**src/rtl/ctr_timer_pkg.sv**
```systemverilog
package ctr_timer_pkg;

  typedef enum logic [2:0] {
    SRC_PIN     = 3'd0,
    SRC_PIN_DIV = 3'd1,
    SRC_TXA     = 3'd2,
    SRC_TXB     = 3'd3,
    SRC_CLK     = 3'd4,
    SRC_CLK_DIV = 3'd5
  } src_e;

  typedef struct packed {
    logic timer;
    src_e src;
  } cfg_t;

  // Mode code: bit 2 chooses timer/counter, full code chooses the tick source.
  function automatic cfg_t decode_mode(input logic [2:0] m);
    cfg_t c;
    c.timer = m[2];
    case (m)
      3'b000:  c.src = SRC_PIN;
      3'b001:  c.src = SRC_TXA;
      3'b010:  c.src = SRC_TXB;
      3'b011:  c.src = SRC_CLK_DIV;
      3'b100:  c.src = SRC_PIN;
      3'b101:  c.src = SRC_PIN_DIV;
      3'b110:  c.src = SRC_CLK;
      default: c.src = SRC_CLK_DIV;
    endcase
    return c;
  endfunction

endpackage

```
**src/rtl/ct_sync_edge.sv**
```systemverilog
module ct_sync_edge #(
  parameter int SYNC_STAGES = 2
) (
  input  logic clk,
  input  logic rst,
  input  logic pin,
  output logic rise
);

  // Synchronizer chain plus one history flop for edge detection.
  logic [SYNC_STAGES:0] sh_q;

  always_ff @(posedge clk) begin
    if (rst) sh_q <= '0;
    else     sh_q <= {sh_q[SYNC_STAGES-1:0], pin};
  end

  assign rise = sh_q[SYNC_STAGES-1] & ~sh_q[SYNC_STAGES];

endmodule

```
**src/rtl/ct_prescale.sv**
```systemverilog
module ct_prescale #(
  parameter int DIV_LOG2 = 4
) (
  input  logic clk,
  input  logic rst,
  input  logic en,
  output logic tick
);

  localparam logic [DIV_LOG2-1:0] INC = DIV_LOG2'(1);

  logic [DIV_LOG2-1:0] cnt_q;

  always_ff @(posedge clk) begin
    if (rst)     cnt_q <= '0;
    else if (en) cnt_q <= cnt_q + INC;
  end

  assign tick = en && (cnt_q == '1);

endmodule

```
**src/rtl/ct_core.sv**
```systemverilog
module ct_core #(
  parameter int CNT_W = 16
) (
  input  logic             clk,
  input  logic             rst,
  input  logic             timer_mode,
  input  logic             src_tick,
  input  logic             preload_we,
  input  logic [CNT_W-1:0] preload_din,
  input  logic             start_cmd,
  input  logic             stop_cmd,
  output logic             ct_out,
  output logic             tc_flag
);

  localparam logic [CNT_W-1:0] STEP = CNT_W'(1);

  logic [CNT_W-1:0] preload_q;
  logic [CNT_W-1:0] count_q;
  logic             run_q;
  logic             out_q;
  logic             tc_q;
  logic             at_last;

  // Count of 1 or 0 is the last step before terminal count / reload.
  assign at_last = (count_q[CNT_W-1:1] == '0);

  always_ff @(posedge clk) begin
    if (rst) begin
      preload_q <= '0;
      count_q   <= '0;
      run_q     <= 1'b0;
      out_q     <= 1'b1;
      tc_q      <= 1'b0;
    end else begin
      if (preload_we) preload_q <= preload_din;

      if (!timer_mode) begin
        // One-shot counter
        if (stop_cmd) begin
          run_q <= 1'b0;
          out_q <= 1'b1;
          tc_q  <= 1'b0;
        end else if (start_cmd) begin
          count_q <= preload_q;
          run_q   <= 1'b1;
        end else if (run_q && src_tick) begin
          if (at_last) begin
            count_q <= '0;
            run_q   <= 1'b0;
            out_q   <= 1'b0;
            tc_q    <= 1'b1;
          end else begin
            count_q <= count_q - STEP;
          end
        end
      end else begin
        // Free-running square-wave timer
        if (start_cmd) begin
          count_q <= preload_q;
        end else if (src_tick) begin
          if (at_last) begin
            count_q <= preload_q;
            out_q   <= ~out_q;
            tc_q    <= 1'b1;
          end else begin
            count_q <= count_q - STEP;
          end
        end
        if (stop_cmd) tc_q <= 1'b0;
      end
    end
  end

  assign ct_out  = out_q;
  assign tc_flag = tc_q;

endmodule

```
**src/rtl/ctr_timer.sv**
```systemverilog
module ctr_timer
  import ctr_timer_pkg::*;
#(
  parameter int CNT_W       = 16,
  parameter int DIV_LOG2    = 4,
  parameter int SYNC_STAGES = 2
) (
  input  logic             clk,
  input  logic             rst,
  input  logic [2:0]       mode_sel,
  input  logic             preload_we,
  input  logic [CNT_W-1:0] preload_din,
  input  logic             start_cmd,
  input  logic             stop_cmd,
  input  logic             ext_pin,
  input  logic             txa_tick,
  input  logic             txb_tick,
  output logic             ct_out,
  output logic             tc_flag
);

  cfg_t cfg;
  logic pin_rise;
  logic pin_div_tick;
  logic clk_div_tick;
  logic src_tick;

  assign cfg = decode_mode(mode_sel);

  ct_sync_edge #(.SYNC_STAGES(SYNC_STAGES)) u_sync (
    .clk  (clk),
    .rst  (rst),
    .pin  (ext_pin),
    .rise (pin_rise)
  );

  ct_prescale #(.DIV_LOG2(DIV_LOG2)) u_pin_div (
    .clk  (clk),
    .rst  (rst),
    .en   (pin_rise),
    .tick (pin_div_tick)
  );

  ct_prescale #(.DIV_LOG2(DIV_LOG2)) u_clk_div (
    .clk  (clk),
    .rst  (rst),
    .en   (1'b1),
    .tick (clk_div_tick)
  );

  always_comb begin
    case (cfg.src)
      SRC_PIN:     src_tick = pin_rise;
      SRC_PIN_DIV: src_tick = pin_div_tick;
      SRC_TXA:     src_tick = txa_tick;
      SRC_TXB:     src_tick = txb_tick;
      SRC_CLK:     src_tick = 1'b1;
      SRC_CLK_DIV: src_tick = clk_div_tick;
      default:     src_tick = 1'b0;
    endcase
  end

  ct_core #(.CNT_W(CNT_W)) u_core (
    .clk         (clk),
    .rst         (rst),
    .timer_mode  (cfg.timer),
    .src_tick    (src_tick),
    .preload_we  (preload_we),
    .preload_din (preload_din),
    .start_cmd   (start_cmd),
    .stop_cmd    (stop_cmd),
    .ct_out      (ct_out),
    .tc_flag     (tc_flag)
  );

endmodule

```
**config.mk**
```make
export PLATFORM = sky130hd
export DESIGN_NAME = ctr_timer
export DESIGN_NICKNAME = d
export VERILOG_FILES = /design/src/rtl/ctr_timer_pkg.sv /design/src/rtl/ct_sync_edge.sv /design/src/rtl/ct_prescale.sv /design/src/rtl/ct_core.sv /design/src/rtl/ctr_timer.sv
export SDC_FILE = /design/constraint.sdc
export NUM_CORES = 1
export LEC_CHECK = 0
export BUFFER_PORTS_ARGS = -buffer_cell sky130_fd_sc_hd__clkbuf_2
export CAP_MARGIN = 15
export CORE_MARGIN = 2
export CORE_UTILIZATION = 32
export CTS_BUF_LIST = sky130_fd_sc_hd__clkbuf_4
export DETAILED_ROUTE_END_ITERATION = 7
export PLACE_DENSITY = 0.54
export SYNTH_ARGS = -nofsm -noshare
export SYNTH_HDL_FRONTEND = slang
export SYNTH_SLANG_ARGS = --single-unit
```
**constraint.sdc**
```tcl
create_clock -name clk -period 1.9 [get_ports clk]
set_clock_uncertainty 0.2 [all_clocks]
set_input_delay 0.095 -clock clk [delete_from_list [all_inputs] [get_ports clk]]
set_output_delay 0.095 -clock clk [all_outputs]
set_load 0.01 [all_outputs]
```
-- Word level (Yosys, flattened, before mapping)
Index checks and enable logic that the tools add are counted.
- register bits after elaboration: 46
- latch bits: 0
- bits in writable memories: 0
- bits in read-only memories: 0
- output and inout bits: 2
- logic and storage cells: 77
- memories kept: 0
- $add $sub $neg: 3
- $mul: 0
- div/mod/pow operators: 0
- order comparisons: 0
- equality and inequality tests: 19
- shift-type cells: 0
- mux-type cells: 28
- bitwise gates (word level): 4
- reduce and logical (&&, ||, !) cells: 15
- operators by type and width (cell ; count):
    $mux 16 ; 8
    $mux 1 ; 18
    $sub 16x1->16 const B ; 1
    $eq 3x3->1 const B ; 5
    $logic_not 15->1 ; 1
    $pmux 3 s5 ; 1
    $reduce_bool 3->1 ; 4
    $eq 3x2->1 const B ; 3
    $reduce_and 3->1 ; 3
    $add 4x1->4 const B ; 2
    $eq 4x4->1 const B ; 2
    $eq 3x1->1 const B ; 2
    $logic_not 3->1 ; 2
    $ne 2x1->1 const B ; 3
    $ne 3x1->1 const B ; 2
    $pmux 1 s6 ; 1
    $reduce_and 6->1 ; 1
    $ne 2x2->1 const B ; 2
    $not 1->1 ; 3
    $logic_and 1x1->1 ; 2
    $reduce_bool 2->1 ; 1
    $reduce_or 2->1 ; 1
    $and 1x1->1 ; 1

-- Depth between registers and ports, before layout
Gate-level depths: netlist (run 1).
- depth after elaboration: 10
- mapped depth: 8

-- Modules after synthesis
From an unflattened synthesis (run 1), not the netlist that was laid out.
- cell total of the unflattened synthesis: 241
- area, all modules: 2287.2 um2
- modules (own cells, without submodules) (module ; instances ; cells each ; area an instance (um2) ; seq. area each (um2)):
    ct_core ; 1 ; 196 ; 1778.0 ; 700.7
    ct_prescale ; 2 ; 17 ; 188.9 ; 80.1
    ct_sync_edge ; 1 ; 7 ; 87.6 ; 60.1
    ctr_timer ; 1 ; 4 ; 43.8 ; 0.0

-- Least setup slack after synthesis (run 1)
Ideal clock, no wire load.
- path kind: register -> register
- from: register u_core.count_q[10]
- to: register u_core.count_q[12]
- library setup time: 0.134 ns
- arrival time: 1.737 ns
- required time: 1.566 ns
- path slack: -0.171 ns
- stages on the path, launching flop included: 7
- buffers on the path: 1
- period minus slack after synthesis: 2.071 ns
- cells stage by stage: dfxtp_1 > or4_4 > nor3_4 > a21oi_2 > buf_6 > a221oi_1 > nor3_1
- longest elaborated chain between the ends: 6
- elaborated cells between the ends (all ways): 10
- classes of those cells: add/sub (1); mux (8); reduce/logical (1)
- RTL lines (item ; RTL line ; RTL):
    from (decl) ; ct_core.sv:19 ; logic [CNT_W-1:0] count_q;
    from (signal assigned) ; ct_core.sv:45 ; count_q <= preload_q;
    from (signal assigned) ; ct_core.sv:54 ; count_q <= count_q - STEP;
    from (signal assigned) ; ct_core.sv:60 ; count_q <= preload_q;
    $sub 16x1->16 / $logic_not 15->1 (equally long branches) ; ct_core.sv:54, ct_core.sv:67, ct_core.sv:26 ;
    $mux 16 ; ct_core.sv:48 ; if (at_last) begin
    $mux 16 ; ct_core.sv:47 ; end else if (run_q && src_tick) begin
    $mux 16 ; ct_core.sv:44 ; end else if (start_cmd) begin
    $mux 16 ; ct_core.sv:40 ; if (stop_cmd) begin
    $mux 16 (*) ; ct_core.sv:38 ; if (!timer_mode) begin
Every way passes the cells marked *; elsewhere a longest branch is shown, timed or not. The select of a mux whose other input is x is not followed.
A chain may end at the register's enable or synchronous reset.

-- Worst setup path after layout (run 1)
- from: register u_core.count_q[12]
- to: register u_core.count_q[15]
Same word-level chain as after synthesis.

==> results of run 1 <==
placed cells by master, fill, tap and decap left out, drive strengths merged, types with 4 or more instances in the layout:
master,n
nand3,4
a221oi,10
buf,42
mux2i,17
xor2,11
or4,5
inv,9
clkbuf,34
nor3,18
nor2,46
a21oi,13
nor2b,5
dlygate4sd3,26
nand2,4
dfxtp,46
o32ai,5
per-stage QoR:
stage / hold WS (ns) / util [%]
after global placement: 0.108 / 40.6
after CTS: 0.201 / 47.2
after floorplan: 0.0232 / -
final: 0.187 / 48.7
after global routing: 0.213 / 48.7
after detailed placement: 0.114 / 40.6
layer usage:
metal	track usage, %	routed length [microns]	up-vias
met5	0	0	-
met3	3.14	223	7
met2	27.3	2720	44
li1	-	-	1050
met1	19.6	2610	971
met4	4.26	68	0
final cells by class:
type | count | area share [%]
multi-input combinational | 174 | 41.7
timing repair buffer | 96 | 24.1
sequential | 46 | 28.5
clock inverter | 2 | 0.268
tap | 80 | 3.06
inverter | 9 | 1.03
clock buffer | 6 | 1.38
what timing repair did:
action | CTS | global route
hold endpoints to repair | 25 | 0
endpoints found under the setup margin | 19 | 19
gates resized for setup | 19 | 18
cloned | 2 | 0
buffers inserted | 5 | 2
pin swaps | 13 | 8
hold buffers | 26 | 0
power breakdown:
part,switching (uW),internal (uW)
Clock,300,154
Combinational,486,497
Sequential,50.8,1040
Total,837,1690
kinds of logic after synthesis:
logic type	Yosys count	share of synthesized area (%)
AOI/OAI and AO/OA	41	15.3
xor gates and xnor gates	14	5.60
adders and majority gates	3	1.71
buffers and inverters	23	4.91
DFF	46	42.0
muxes	17	7.77
and+or+nand+nor	97	22.7
worst min path at each step:
stage	start	to	slack, ns	cells past startpoint
floorplan	ext_pin	u_sync.sh_q[0]	0.02	1
global placement	ext_pin	u_sync.sh_q[0]	0.11	2
detailed placement	ext_pin	u_sync.sh_q[0]	0.11	2
CTS	preload_we	u_core.preload_q[14]	0.20	3
global route	preload_we	u_core.preload_q[8]	0.21	3
finish	preload_we	u_core.preload_q[8]	0.19	3
registers in the layout (all words and copies together), names as in the netlist:
name and cells:
u_core.count_q 16, u_core.preload_q 16, u_clk_div.cnt_q 4, u_pin_div.cnt_q 4
u_sync.sh_q 3, u_core.ct_out 1, u_core.run_q 1, u_core.tc_flag 1
critical path, stage by stage, from the launching register on:
cell and delay (ns):
dfxtp_2 0.35, or4_4 0.57, nor3_4 0.20, buf_6 0.16
nand2_1 0.07, xnor2_1 0.13, a221oi_2 0.25, nor3_1 0.07
==> flow_summary.yaml, run 1 <==
floorplan:
  die_area_sq_mm: 0.00752
  core_region_area_sq_mm: 0.00672
  horizontal_die_dimension_microns: 86.7
  fp-row-count: 30
  io_pins: 29
  die_h_microns: 86.7
  initial_core_util_pct: 32.6
worst_setup_path:
  critPathLaunch: "u_core.count_q[12]"
  crit-reg2reg-launch: "u_core.count_q[12]"
  data_required_time_of_the_worst_path_ns: 1.94
  critPathMaxFanout: 8
  ff2ff_path_depth: 7
  timing.rr.end: "u_core.count_q[15]"
  endpoint_kind: "flip-flop"
  critPathLaunchType: "flip-flop"
  critPathCapture: "u_core.count_q[15]"
  worstSetupPathType: "reg2reg"
  crit_arrival_ns: 2.15
  r2r_setup_slack_ns: -0.21
drt:
  route.antenna.remaining_nets: 0
  avgRoutedWirePerCell_microns: 13.6
  routed-via-count: 2072
  drt-total-wl_microns: 5620
  drt_pass1_iterations: 4
  drt-initial-drc-count: 83
  post-route-drc-count: 0
  vias_per_cell: 5.02
timing:
  fin_crit_sh_pct: 111
  fin_tns_setup_ns: -3.04
  hold_viol_final: 0
  unrepaired_setup_endpoints_after_global_routing: "yes"
  finalSetupViolCount: 18
  highest_clock_frequency_the_design_can_meet_ghz: 0.473
  relative_slew_slack_pct: 63.0
  setup_slack_after_layout_ns: -0.215
  worst-slew-pin-transition_ns: 0.555
  period_minus_slack_ns: 2.11
  final_max_slew_viol_count: 0
synthesis:
  synth_largest_area_cell: "dfxtp_1"
  synth_seq_cells: 46
  postSynth.asyncResetShare_pct: 0
  post_synth.cell_area_avg_sq_um: 9.09
  combined_area_of_all_synthesized_cells_sq_mm: 0.00219
  synth_cell_types: 45
  synth_cells: 241
  synth-warning-count: 0
  synth.yosys.seq_area_share_pct: 42.0
  synth_top_cells_by_area: "dfxtp_1 42%, nor2_1 7.9%, mux2i_1 7.8%, xor2_1 4.4%, nor3_1 3.7%"
  synth_enable_flop_cells: 0
  ys_dominant_reg_cell: "dfxtp_1"
  yosysTopAreaCellShare_pct: 42.0
  postSynthNetCount: 271
  synthTopCellsByCount: "46 x dfxtp_1, 46 x nor2_1, 17 x mux2i_1"
run_status:
  run_status: "finished, violations left"
  violations: "negative setup slack"
clocking:
  clock_insertion_delay_worst_skew_ns: 0.35
  clock_tree.buffer_depth: 2
  clock_sinks: 46
  path_clk_slew_ns: 0.13
  tritoncts: "built"
  cts-root-buf: "clkbuf_4"
  cts-htree-levels: 2
  tritoncts.num_buffers: 5
finish:
  multiInputGateArea_sq_mm: 0.00136
  layout-drive-gt1-share_pct: 37.5
  n_diodes: 0
  area_delta_synth_final_pct: 49.3
  number_of_nets_in_the_layout: 362
  final_design_area_no_fill_sq_mm: 0.00327
  post_layout_nonfiller_instances: 413
  regArea_sq_um: 932
  final.fill_count: 639
grt:
  grt_antenna_before_repair: 0
  grt_use_total_pct: 15.7
  number_of_global_route_vias_before_repair: 2011
  grt.overflow.total: 0
  grt_pass1_wl_microns: 9250
  maximum_number_of_pins_on_one_net_before_global_route_repair: 37
place:
  dp_worst_setup_slack_ns: -0.301
  port_buffers: 28
  place.detailed.instances: 370
  gp_routability_congestion: 0.811
  detailedPlacementHpwl_microns: 3680
  placed_area_sq_mm: 0.00273
power:
  fin_total_pwr_uw: 2530
  power-per-cell-area_mw_per_mm2: 773
  power.leakage_uw: 0.00143
  ir_worst_vdd_v: 0.000269
job:
  cap_violations: 0
hold_path:
  timing.hold.worst.class: "in2reg"
No activity file was read; power rests on OpenSTA's default activity.
==> run 2, diff against run 1 <==
Clock period 1.9 ns to 1.85 ns, I/O delays scaled along.
==> flow_summary.yaml, run 2 (synthesis gave the netlist of run 1 again) <==
grt:
  grt_pass1_wl_microns: 9200
  number_of_global_route_vias_before_repair: 2064
  maximum_number_of_pins_on_one_net_before_global_route_repair: 21
  grt.overflow.total: 0
  grt_use_total_pct: 15.6
  grt_antenna_before_repair: 0
clocking:
  tritoncts.num_buffers: 5
  clock_sinks: 46
  clock_tree.buffer_depth: 2
  clock_insertion_delay_worst_skew_ns: 0.35
  path_clk_slew_ns: 0.13
  tritoncts: "built"
  cts-root-buf: "clkbuf_4"
  cts-htree-levels: 2
timing:
  setup_slack_after_layout_ns: -0.248
  unrepaired_setup_endpoints_after_global_routing: "yes"
  hold_viol_final: 0
  worst-slew-pin-transition_ns: 0.570
  final_max_slew_viol_count: 0
  finalSetupViolCount: 19
  finalHoldWorstSlack_ns: 0.0384
  relative_slew_slack_pct: 62.0
  highest_clock_frequency_the_design_can_meet_ghz: 0.477
  period_minus_slack_ns: 2.10
  fin_tns_setup_ns: -3.89
  fin_crit_sh_pct: 113
power:
  ir_worst_vdd_v: 0.000352
  power-per-cell-area_mw_per_mm2: 832
  power.leakage_uw: 0.00144
worst_setup_path:
  critPathLaunchType: "flip-flop"
  critical_path.max_stage_delay_ns: 0.57
  critPathMaxFanout: 8
  crit_family: "simple AND/OR/NAND/NOR gates"
  cp_num_buf_inv: 2
  critical_path.slowest_cell: "or4_4"
  cp_depth: 7
  worstSetupPathType: "reg2reg"
  endpoint_kind: "flip-flop"
  data_required_time_of_the_worst_path_ns: 1.93
  crit_arrival_ns: 2.18
  ff2ff_path_depth: 7
  critical_path.cell_chain: "or4_4 > nor3_4 > buf_6 > a31o_4 > buf_12 > a221oi_2 > nor3_1"
finish:
  biggestRegsByFlops: "u_core.count_q x16, u_core.preload_q x16"
  n_diodes: 0
  final.fill_count: 628
  area_delta_synth_final_pct: 48.4
  final_cell_mix: "46 x nor2_1, 40 x buf_4, 39 x dfxtp_1"
  finish.utilization_pct: 48.4
  layout.cells.most_common: "nor2_1"
  final_design_area_no_fill_sq_mm: 0.00325
  layout-drive-gt1-share_pct: 38.4
  multiInputGateArea_sq_mm: 0.00133
  number_of_nets_in_the_layout: 365
  regArea_sq_um: 930
place:
  dp_worst_setup_slack_ns: -0.326
  gp_routability_congestion: 0.788
  placed_area_sq_mm: 0.00274
  port_buffers: 28
  detailedPlacementHpwl_microns: 3760
floorplan:
  fp-row-count: 30
  horizontal_die_dimension_microns: 86.7
  initial_core_util_pct: 32.6
  die_h_microns: 86.7
  die_area_sq_mm: 0.00752
  core_region_area_sq_mm: 0.00672
  io_pins: 29
drt:
  route.antenna.remaining_nets: 0
  avgRoutedWirePerCell_microns: 13.5
  drt-total-wl_microns: 5610
  drt-initial-drc-count: 96
  drt_pass1_iterations: 4
  routed-via-count: 2050
  post-route-drc-count: 0
  vias_per_cell: 4.93
hold_path:
  timing.hold.worst.class: "in2reg"
  hold_path_depth: 5
run_status:
  run_status: "finished, violations left"
  violations: "negative setup slack"
job:
  cap_violations: 0
==> run 2: tightest hold or removal path: stages <==
cell      delay (ns)
clkbuf_2        0.11
buf_4           0.16
nor2_1          0.06
nand2_1         0.06
a21oi_1         0.05
==> run 2: final cells by class <==
cell class	instances	share of cell area, %
clock buffer	5	1.15
clock inverter	3	1.23
inverter	9	1.04
multi-input combinational	174	40.8
sequential	46	28.6
tap	80	3.08
timing repair buffer	99	24.1
==> run 2: worst paths after layout <==
path                      startpoint            endpoint  slack [ns]
setup / recovery  u_core.count_q[12]  u_core.count_q[14]       -0.25
hold / removal           mode_sel[2]        u_core.run_q        0.04
setup reg to reg  u_core.count_q[12]  u_core.count_q[14]       -0.25
hold reg to reg       u_sync.sh_q[0]      u_sync.sh_q[1]        0.26
==> run 2: metrics by stage <==
stage / power, uW / cells
finish: 2710 / 416
global route: 2870 / 416
CTS: 2680 / 415
detailed placement: 1910 / 375
global placement: 1900 / 375
floorplan: 1630 / 241
==> run 2: where the power goes <==
group          internal, uW  switching, uW
clock                   281            325
combinational           503            479
sequential             1070           50.6
==> run 2: layer usage <==
metal	global-route usage, %	vias up	wire, microns
met4	5.97	0	85
met3	2.86	7	199
met1	20.0	935	2620
met2	25.9	47	2710
li1	-	1061	-
met5	0	-	0
==> run 2: timing repair <==
| item | in CTS | in global routing |
|---|---|---|
| hold buffers | 25 | 0 |
| gates cloned | 2 | 0 |
| resized for setup | 17 | 10 |
| endpoints found under the hold margin | 28 | 0 |
| pin swaps | 6 | 3 |
| setup buffers | 5 | 1 |
| endpoints found under the setup margin | 19 | 19 |
==> run 3, diff against run 2 <==
Settings changed: SKIP_CTS_REPAIR_TIMING set to 1, SYNTH_HIERARCHICAL set to 1.
==> flow_summary.yaml, run 3 <==
synthesis:
  synthTopCellsByCount: "46 x dfxtp_1, 32 x nor2_1, 19 x a21oi_1, 19 x inv_1, 18 x mux2i_1"
  post_synth.cell_area_avg_sq_um: 9.49
  synth-warning-count: 6
  ys_dominant_reg_cell: "dfxtp_1"
  synth_enable_flop_cells: 0
  post-synth-top-count-cell: "dfxtp_1"
  postSynth.asyncResetShare_pct: 0
  yosysTopAreaCellShare_pct: 40.3
  synth_cells: 241
  synth_top_cells_by_area: "dfxtp_1 40%, mux2i_1 7.9%, nor2_1 5.3%, a21oi_1 4.2%, o32ai_1 3.4%"
  synth.yosys.seq_area_share_pct: 40.3
  synth_seq_cells: 46
  combined_area_of_all_synthesized_cells_sq_mm: 0.00229
  synth_cell_types: 56
  synth_largest_area_cell: "dfxtp_1"
clocking:
  cts-htree-levels: 2
  cts-root-buf: "clkbuf_4"
  path_clk_slew_ns: 0.14
  clock_sinks: 46
  clock_tree.buffer_depth: 2
  tritoncts: "built"
  tritoncts.num_buffers: 5
  clock_insertion_delay_worst_skew_ns: 0.35
worst_setup_path:
  r2r_setup_slack_ns: -0.51
  timing.rr.end: "u_core/count_q[5]"
  endpoint_kind: "flip-flop"
  worstSetupPathType: "reg2reg"
  crit-reg2reg-launch: "u_pin_div/cnt_q[1]"
  critPathMaxFanout: 6
  data_required_time_of_the_worst_path_ns: 1.90
  crit_arrival_ns: 2.41
  critPathLaunch: "u_pin_div/cnt_q[1]"
  ff2ff_path_depth: 7
  critPathLaunchType: "flip-flop"
timing:
  period_minus_slack_ns: 2.36
  hold_viol_final: 0
  worst-slew-pin-transition_ns: 0.551
  setup_slack_after_layout_ns: -0.513
  highest_clock_frequency_the_design_can_meet_ghz: 0.423
  final_max_slew_viol_count: 0
  fin_crit_sh_pct: 128
  unrepaired_setup_endpoints_after_global_routing: "yes"
  finalSetupViolCount: 19
  relative_slew_slack_pct: 63.2
run_status:
  run_status: "finished, violations left"
  violations: "negative setup slack"
hold_path:
  min_delay_worst_endpoint: "u_core/run_q"
  hold_path_depth: 4
  hold_path_startpoint: "mode_sel[2]"
  timing.hold.worst.class: "in2reg"
finish:
  n_diodes: 0
  area_delta_synth_final_pct: 43.5
  biggestRegsByFlops: "u_core/count_q x16, u_core/preload_q x16"
  layout-drive-gt1-share_pct: 35.9
  number_of_nets_in_the_layout: 369
  final_design_area_no_fill_sq_mm: 0.00328
  final.fill_count: 674
  post_layout_nonfiller_instances: 436
  layout.cells.most_common: "dfxtp_1"
  final_cell_mix: "44 x dfxtp_1, 43 x buf_4, 31 x nor2_1"
grt:
  grt_use_total_pct: 14.7
  grt_pass1_wl_microns: 9070
  grt.overflow.total: 0
  grt_antenna_before_repair: 0
  maximum_number_of_pins_on_one_net_before_global_route_repair: 28
  number_of_global_route_vias_before_repair: 1924
place:
  placed_area_sq_mm: 0.00294
  dp_worst_setup_slack_ns: -0.567
  port_buffers: 28
  gp_routability_congestion: 0.788
  detailedPlacementHpwl_microns: 4110
  place.detailed.instances: 402
power:
  power.leakage_uw: 0.00143
  ir_worst_vdd_v: 0.000287
  fin_total_pwr_uw: 2620
  power-per-cell-area_mw_per_mm2: 797
drt:
  vias_per_cell: 4.85
  avgRoutedWirePerCell_microns: 13.3
  drt_pass1_iterations: 4
  drt-total-wl_microns: 5810
  route.antenna.remaining_nets: 0
  post-route-drc-count: 0
  drt-initial-drc-count: 135
  routed-via-count: 2115
floorplan:
  die_area_sq_mm: 0.00784
  initial_core_util_pct: 33.3
  io_pins: 29
  die_h_microns: 88.5
  horizontal_die_dimension_microns: 88.5
  core_region_area_sq_mm: 0.00687
  fp-row-count: 30
job:
  cap_violations: 0
==> run 3: cell types whose count changed in the layout (fill, tap and decap cells not counted), sizes merged, moves of 4 or more <==
cell / delta
inv: +10
a32oi: +7
conb: +6
nor2: -13
nand2: +4
a221oi: -7
nor3: -14
o32ai: +5
xor2: -10
a21oi: +7
==> run 3: layout make-up <==
class | instances | area, sq um | area share [%]
clock buffer | 6 | 45.0 | 1.37
clock inverter | 2 | 8.76 | 0.267
inverter | 19 | 71.3 | 2.17
multi-input combinational | 170 | 1350 | 41.2
sequential | 46 | 923 | 28.1
tap | 96 | 120 | 3.66
timing repair buffer | 97 | 763 | 23.2
==> run 3: logic make-up (layout without fill, tap and decap cells) <==
group                    after synthesis  in the layout  share of synthesized area [%]
AO/OA/AOI/OAI                         61             61                           20.1
XOR/XNOR                               4              4                           1.53
adder cells (fa/ha/maj)                3              3                           1.64
buffers and inverters                 31            124                           6.84
flip-flops                            46             46                           40.3
multiplexers                          22             22                           10.7
other                                  1              6                          0.164
AND/OR/NAND/NOR                       73             74                           18.8
==> run 3: worst max-delay path by stage <==
stage | end | slack, ns | cells past startpoint
6_report | u_core/count_q[5] | -0.51 | 7
3_3_place_gp | u_core/count_q[12] | -0.53 | 7
5_1_grt | u_core/count_q[5] | -0.58 | 8
2_1_floorplan | u_core/count_q[10] | -0.55 | 8
3_5_place_dp | u_core/count_q[7] | -0.57 | 7
4_1_cts | u_core/count_q[7] | -0.59 | 7
==> run 3: critical path, cell delays in order, from the launching register on <==
cell	delay [ns]
dfxtp_2	0.36
ha_4	0.15
and4_4	0.14
mux2_4	0.25
mux4_2	0.52
o22a_2	0.28
or2b_4	0.27
o32ai_2	0.09
==> run 3: metal layers <==
layer	up-vias	wire length, microns	track usage [%]
met2	33	2980	25.2
met3	6	157	3.17
met5	-	0	0
met4	0	55	3.86
li1	1073	-	-
met1	1003	2620	18.9
==> run 3: power breakdown <==
group          leakage [uW]  switching [uW]  internal, uW  total (uW)
combinational       0.00101             502           533        1040
clock             0.0000331             314           158         473
sequential         0.000378            47.5          1060        1110
==> run 3: stage by stage <==
step                util (%)  hold slack [ns]  TNS, ns
global placement        42.8            0.101    -8.29
floorplan                  -          -0.0425    -7.94
global route            47.8          0.00878   -10.05
detailed placement      42.8            0.109    -8.92
CTS                     43.6           -0.275    -9.53
finish                  47.8           0.0196    -8.65
